--- src/rtl/pos_rd_pkg.sv ---
// Shared types for the snapshot byte reader.
package pos_rd_pkg;
    localparam int BYTE_W = 8;

    // Inhibit state: tracking the counter, frozen after upper-byte read,
    // frozen with the lower byte already read.
    typedef enum logic [1:0] {
        RD_TRACK    = 2'd0,
        RD_HELD     = 2'd1,
        RD_LOW_DONE = 2'd2
    } rd_state_e;
endpackage

--- src/rtl/pos_rd_sampler.sv ---
// Samples the read-control pins on the falling clock edge.
// Assumes oe_n and sel are settled around the falling edge.
// Reset (synchronous, active low) forces an inactive sampled enable.
module pos_rd_sampler (
    input  logic clk,
    input  logic rst_n,
    input  logic oe_n,
    input  logic sel,
    output logic smp_oe_n,
    output logic smp_sel
);
    // Capture enable and select on the falling edge.
    always_ff @(negedge clk) begin
        if (!rst_n) begin
            smp_oe_n <= 1'b1;
            smp_sel  <= 1'b0;
        end else begin
            smp_oe_n <= oe_n;
            smp_sel  <= sel;
        end
    end
endmodule

--- src/rtl/pos_rd_inhibit.sv ---
// Inhibit state machine. Freezes the snapshot after an upper-byte read
// and releases it once a lower-byte read has been followed by an
// inactive enable. Works on the falling-edge samples; updates on the
// rising edge. load_en tells the snapshot register to load at this edge.
module pos_rd_inhibit
    import pos_rd_pkg::*;
(
    input  logic      clk,
    input  logic      rst_n,
    input  logic      smp_oe_n,
    input  logic      smp_sel,
    output rd_state_e state,
    output logic      load_en
);
    rd_state_e state_nx;
    logic      hi_rd;
    logic      lo_rd;

    // Decode the sampled read kind.
    always_comb begin
        hi_rd = !smp_oe_n && !smp_sel;
        lo_rd = !smp_oe_n &&  smp_sel;
    end

    // Next-state selection.
    always_comb begin
        state_nx = state;
        case (state)
            RD_TRACK:    if (hi_rd) state_nx = RD_HELD;
            RD_HELD:     if (lo_rd) state_nx = RD_LOW_DONE;
            RD_LOW_DONE: begin
                if (smp_oe_n)   state_nx = RD_TRACK;
                else if (hi_rd) state_nx = RD_HELD;
            end
            default:     state_nx = RD_TRACK;
        endcase
    end

    // Load whenever the machine will be tracking after this edge.
    always_comb load_en = (state_nx == RD_TRACK);

    // State register.
    always_ff @(posedge clk) begin
        if (!rst_n) state <= RD_TRACK;
        else        state <= state_nx;
    end
endmodule

--- src/rtl/pos_rd_latch.sv ---
// Snapshot register holding the position value presented for reading.
// Assumes count is settled around the rising edge.
module pos_rd_latch #(
    parameter int POS_W = 16
) (
    input  logic             clk,
    input  logic             rst_n,
    input  logic             load_en,
    input  logic [POS_W-1:0] count,
    output logic [POS_W-1:0] pos_q
);
    // Load the count when allowed; clear on reset.
    always_ff @(posedge clk) begin
        if (!rst_n)       pos_q <= '0;
        else if (load_en) pos_q <= count;
    end
endmodule

--- src/rtl/pos_rd_bytemux.sv ---
// Byte multiplexer from the snapshot to the 8-bit port. Upper bits of a
// narrow snapshot are zero-filled. Output is 0 while not enabled.
module pos_rd_bytemux
    import pos_rd_pkg::*;
#(
    parameter int POS_W = 16
) (
    input  logic [POS_W-1:0]  pos_q,
    input  logic              oe_n,
    input  logic              sel,
    output logic [BYTE_W-1:0] dout,
    output logic              dout_en
);
    localparam int HI_W = POS_W - BYTE_W;

    logic [BYTE_W-1:0] hi_byte;
    logic [BYTE_W-1:0] lo_byte;

    // Build the upper byte, zero-filling when the snapshot is narrow.
    generate
        if (HI_W < BYTE_W) begin : g_narrow
            always_comb hi_byte = {{(BYTE_W-HI_W){1'b0}}, pos_q[POS_W-1:BYTE_W]};
        end else begin : g_full
            always_comb hi_byte = pos_q[POS_W-1:BYTE_W];
        end
    endgenerate

    // Lower byte straight from the snapshot.
    always_comb lo_byte = pos_q[BYTE_W-1:0];

    // Select the byte and gate the port with the enable.
    always_comb begin
        dout_en = !oe_n;
        if (oe_n)     dout = '0;
        else if (sel) dout = lo_byte;
        else          dout = hi_byte;
    end
endmodule

--- src/rtl/pos_readout.sv ---
// Top of the snapshot byte reader: falling-edge sampler, inhibit state
// machine, snapshot register and byte multiplexer.
// Assumes 9 <= POS_W <= 16 and a synchronous active-low reset.
module pos_readout
    import pos_rd_pkg::*;
#(
    parameter int POS_W = 16
) (
    input  logic              clk,
    input  logic              rst_n,
    input  logic [POS_W-1:0]  count,
    input  logic              oe_n,
    input  logic              sel,
    output logic [BYTE_W-1:0] dout,
    output logic              dout_en
);
    logic             smp_oe_n;
    logic             smp_sel;
    logic             load_en;
    rd_state_e        state;
    logic [POS_W-1:0] pos_q;

    pos_rd_sampler u_smp (
        .clk      (clk),
        .rst_n    (rst_n),
        .oe_n     (oe_n),
        .sel      (sel),
        .smp_oe_n (smp_oe_n),
        .smp_sel  (smp_sel)
    );

    pos_rd_inhibit u_inh (
        .clk      (clk),
        .rst_n    (rst_n),
        .smp_oe_n (smp_oe_n),
        .smp_sel  (smp_sel),
        .state    (state),
        .load_en  (load_en)
    );

    pos_rd_latch #(.POS_W(POS_W)) u_lat (
        .clk     (clk),
        .rst_n   (rst_n),
        .load_en (load_en),
        .count   (count),
        .pos_q   (pos_q)
    );

    pos_rd_bytemux #(.POS_W(POS_W)) u_mux (
        .pos_q   (pos_q),
        .oe_n    (oe_n),
        .sel     (sel),
        .dout    (dout),
        .dout_en (dout_en)
    );
endmodule

--- config.mk ---
export PLATFORM = sky130hd
export DESIGN_NAME = pos_readout
export DESIGN_NICKNAME = d
export VERILOG_FILES = /design/src/rtl/pos_rd_pkg.sv /design/src/rtl/pos_rd_sampler.sv /design/src/rtl/pos_rd_inhibit.sv /design/src/rtl/pos_rd_latch.sv /design/src/rtl/pos_rd_bytemux.sv /design/src/rtl/pos_readout.sv
export SDC_FILE = /design/constraint.sdc
export NUM_CORES = 1
export LEC_CHECK = 0
export BUFFER_PORTS_ARGS = -buffer_cell sky130_fd_sc_hd__buf_2
export CORE_UTILIZATION = 52
export DETAILED_ROUTE_END_ITERATION = 10
export HOLD_SLACK_MARGIN = 0.05
export PLACE_DENSITY = 0.82
export SYNTH_ARGS = -nofsm -noshare
export SYNTH_HDL_FRONTEND = slang
export SYNTH_SLANG_ARGS = --single-unit
--- constraint.sdc ---
create_clock -name clk -period 2.63 [get_ports clk]
set_clock_uncertainty 0.2 [all_clocks]
set_input_delay 0.6575 -clock clk [delete_from_list [all_inputs] [get_ports clk]]
set_output_delay 0.6575 -clock clk [all_outputs]
set_load 0.01 [all_outputs]
# Word level (Yosys, flattened, before mapping)
# Index checks and enable logic that the tools add are counted.
[op_classes]
n_mux = 6
reduce_logical = 7
n_eq_ne = 2
[ops]
columns = ["operator", "n"]
rows = [
  ["$mux W8", 2],
  ["$mux W2", 3],
  ["$pmux W2 S3", 1],
  ["$logic_not A2 Y1", 2],
  ["$logic_not A1 Y1", 3],
  ["$eq A2 B1 Y1 const B", 1],
  ["$eq A2 B2 Y1 const B", 1],
  ["$logic_and A1 B1 Y1", 2],
]
[totals]
input_bits = 20
wordCells = 19
reg_bits = 20

# Logic depth before layout (Yosys ltp)
[logic_depth]
word_depth = 6
mapped_depth = 4
depth_no_buf = 3

# Cells and area by module
# From an unflattened synthesis, not the netlist that was laid out.
[hier_totals]
cells_unflattened = 85
area_unflattened_um2 = 895.9
[modules_own_cells]
columns = ["module", "area_per_inst_um2", "cells_each", "seq_area_each_um2", "n_inst"]
rows = [
  ["pos_rd_latch", 615.6, 51, 320.3, 1],
  ["pos_rd_bytemux", 130.1, 19, 0.0, 1],
  ["pos_rd_inhibit", 93.8, 10, 40.0, 1],
  ["pos_rd_sampler", 56.3, 5, 40.0, 1],
]

==> impl_metrics.yaml <==
run_status:
  status: "finished, violations left"
  violations: "setup timing"
yosys:
  yosys_warnings: 0
  synth-seq-cells: 20
  synth_ff_type: "dfxtp_1"
  syn_inst: 103
  synth-xor-area-share_pct: 0.956
  synth_edf_count: 0
  synth_top_family_by_area: "multiplexers"
  ys_types: 17
  yosys.area_share.simple_pct: 21.2
  synth_area_um2: 916
  synthArstFlopShare_pct: 0
  synth-compound-area-share_pct: 2.87
  synthAdderAreaFrac_pct: 0
  synthesis.nets: 123
  syn_area_per_cell_um2: 8.89
  synth.area.mux_share_pct: 26.2
  synth-seq-area-share_pct: 43.7
critical_path:
  endpoint_kind: "register"
  worstSetupPathType: "register to register"
  crit_required_ns: 2.67
  critPathLaunchType: "register"
  crit_arrival_ns: 2.69
  critPathMaxFanout: 9
drt:
  wl_per_cell_um: 11.9
  first_pass_iters: 6
  ant_nets: 0
  drt_iter0_drc: 9
  drc: 0
  via_per_inst: 5.10
  drt_wl_total_um: 1790
  num_vias: 770
pwr:
  sequentialPowerShare_pct: 55.1
  power_density_mw_per_mm2: 550
  p_clk_share_pct: 26.0
  vdd_drop_max_v: 0.000351
  finalPower_mw: 0.620
  switching_power_mw: 0.168
  p_sw_share_pct: 27.2
  intPower_mw: 0.451
  comb_power_share_pct: 18.9
  leakage_nw: 0.558
cells_and_area:
  fin_util_pct: 71.5
  syn2layout_area_growth_pct: 23.1
  fin_area_mm2: 0.00113
  final_cell_mix: "33 x nand2_1, 28 x buf_2, 24 x mux2i_1"
  fin_nets: 156
  n_antenna_cell: 0
  fin_cells: 151
  final_common_cell: "nand2_1"
  fill_cells: 137
  drive_gt1_share_pct: 28.9
cts:
  tritoncts: "yes"
  cts-root-buf: "clkbuf_4"
  cts_sinks: 20
  cts_max_level: 1
  clk_pin_slew_ns: 0.11
  cts_buffer_depth: 2
  clock_latency_ns: 0.35
  cts_hold_buf: 0
  cts_buffers: 3
global_routing:
  overflow: 0
  grt_pass1_wl_um: 3060
  use_met1_pct: 24.5
  grt_max_degree: 21
  track_usage_pct: 22.2
  use_met2_pct: 39.7
  use_met3_pct: 5.00
  antenna_found_initial: 0
  gr-max-usage-layer: "met2"
  grt_pass1_vias: 750
sta:
  drv_slew: 0
  rsz0062_at_grt: "true"
  finalSetupViolations: 12
  fin_setup_tns_ns: -0.133
  hold_viol_final: 0
  maxSlewHeadroom_pct: 85.1
  worst_pin_slew_ns: 0.224
  worst_slack_ns: -0.0253
die:
  die_h_um: 44.0
  io-pin-count: 29
  core_mm2: 0.00158
  die_w_um: 44.0
  rows: 14
  design.die.area_mm2: 0.00193
  initial_core_util_pct: 58.1
place:
  dp.cells: 146
  gp_congestion: 0.769
  hpwl_um: 1340
  numPortBuffers: 28
  placed_area_mm2: 0.00109
hold_path:
  hp-class: "register to register"
run:
  max-cap-violations: 0
==> through the flow <==
| step | hold slack [ns] | setup WS, ns |
|---|---|---|
| floorplan | 0.237 | -0.118 |
| global placement | 0.243 | 0.0468 |
| detailed placement | 0.254 | 0.00741 |
| CTS | 0.271 | -0.0306 |
| global route | 0.291 | -0.115 |
| finish | 0.266 | -0.0253 |
==> power groups by stage <==
stage | clock network [mW] | registers [mW] | logic [mW]
floorplan | 0.00715 | 0.344 | 0.0837
global placement | 0.00715 | 0.346 | 0.112
detailed placement | 0.00715 | 0.348 | 0.115
CTS | 0.166 | 0.341 | 0.119
global route | 0.182 | 0.344 | 0.130
finish | 0.161 | 0.341 | 0.117
==> routing by layer <==
layer | wire length (um) | vias up | share of wire [%]
met5 | 0 | - | 0
met2 | 892 | 21 | 50
li1 | - | 394 | -
met1 | 800 | 350 | 45
met4 | 36 | 0 | 2.0
met3 | 65 | 5 | 3.6
==> synth_stat cells, drive strengths merged, types with 2 or more instances <==
master | count | area [um^2]
nand2 | 33 | 124
mux2i | 24 | 240
dfxtp | 20 | 400
nor2 | 8 | 30.0
clkbuf | 5 | 18.8
buf | 2 | 20.0
inv | 2 | 7.51
==> cells by family after synthesis <==
group / Yosys count
flip-flops: 20
buffers and inverters: 9
AO/OA/AOI/OAI: 2
AND/OR/NAND/NOR: 47
XOR/XNOR: 1
multiplexers: 24
==> critical path: stages (launching register included) <==
cell and delay [ns]:
dfxtp_1 0.30, nor2b_4 0.12, o31ai_4 0.21, buf_6 0.20, mux2i_1 0.19
==> final timing paths <==
path / from / to / slack (ns) / cells after the start
max reg2reg: u_smp.smp_sel / u_lat.pos_q[15] / -0.03 / 4
min reg2reg: u_lat.pos_q[8] / u_lat.pos_q[8] / 0.27 / 2
min: u_lat.pos_q[8] / u_lat.pos_q[8] / 0.27 / 2
max: u_smp.smp_sel / u_lat.pos_q[15] / -0.03 / 4
==> sequential cells by signal, indices dropped and copies added, names as in the netlist <==
register / count
u_lat.pos_q: 16
u_smp.smp_oe_n: 1
u_inh.state: 2
u_smp.smp_sel: 1
==> timing repair <==
action / CTS / global route
setup endpoints to repair: 15 / 16
setup buffers: 0 / 0
gates resized for setup: 2 / 0
==> final cells by class <==
type / count / area [um^2] / share of cell area (%)
flip-flops and latches: 20 / 400 / 35.5
multi-input cells: 74 / 477 / 42.3
well taps: 16 / 20.0 / 1.78
repair buffers: 34 / 193 / 17.1
inverters: 1 / 3.75 / 0.333
clock inverters: 2 / 7.51 / 0.666
clock buffers: 4 / 26.3 / 2.33
(Power assumes the default switching activity.)
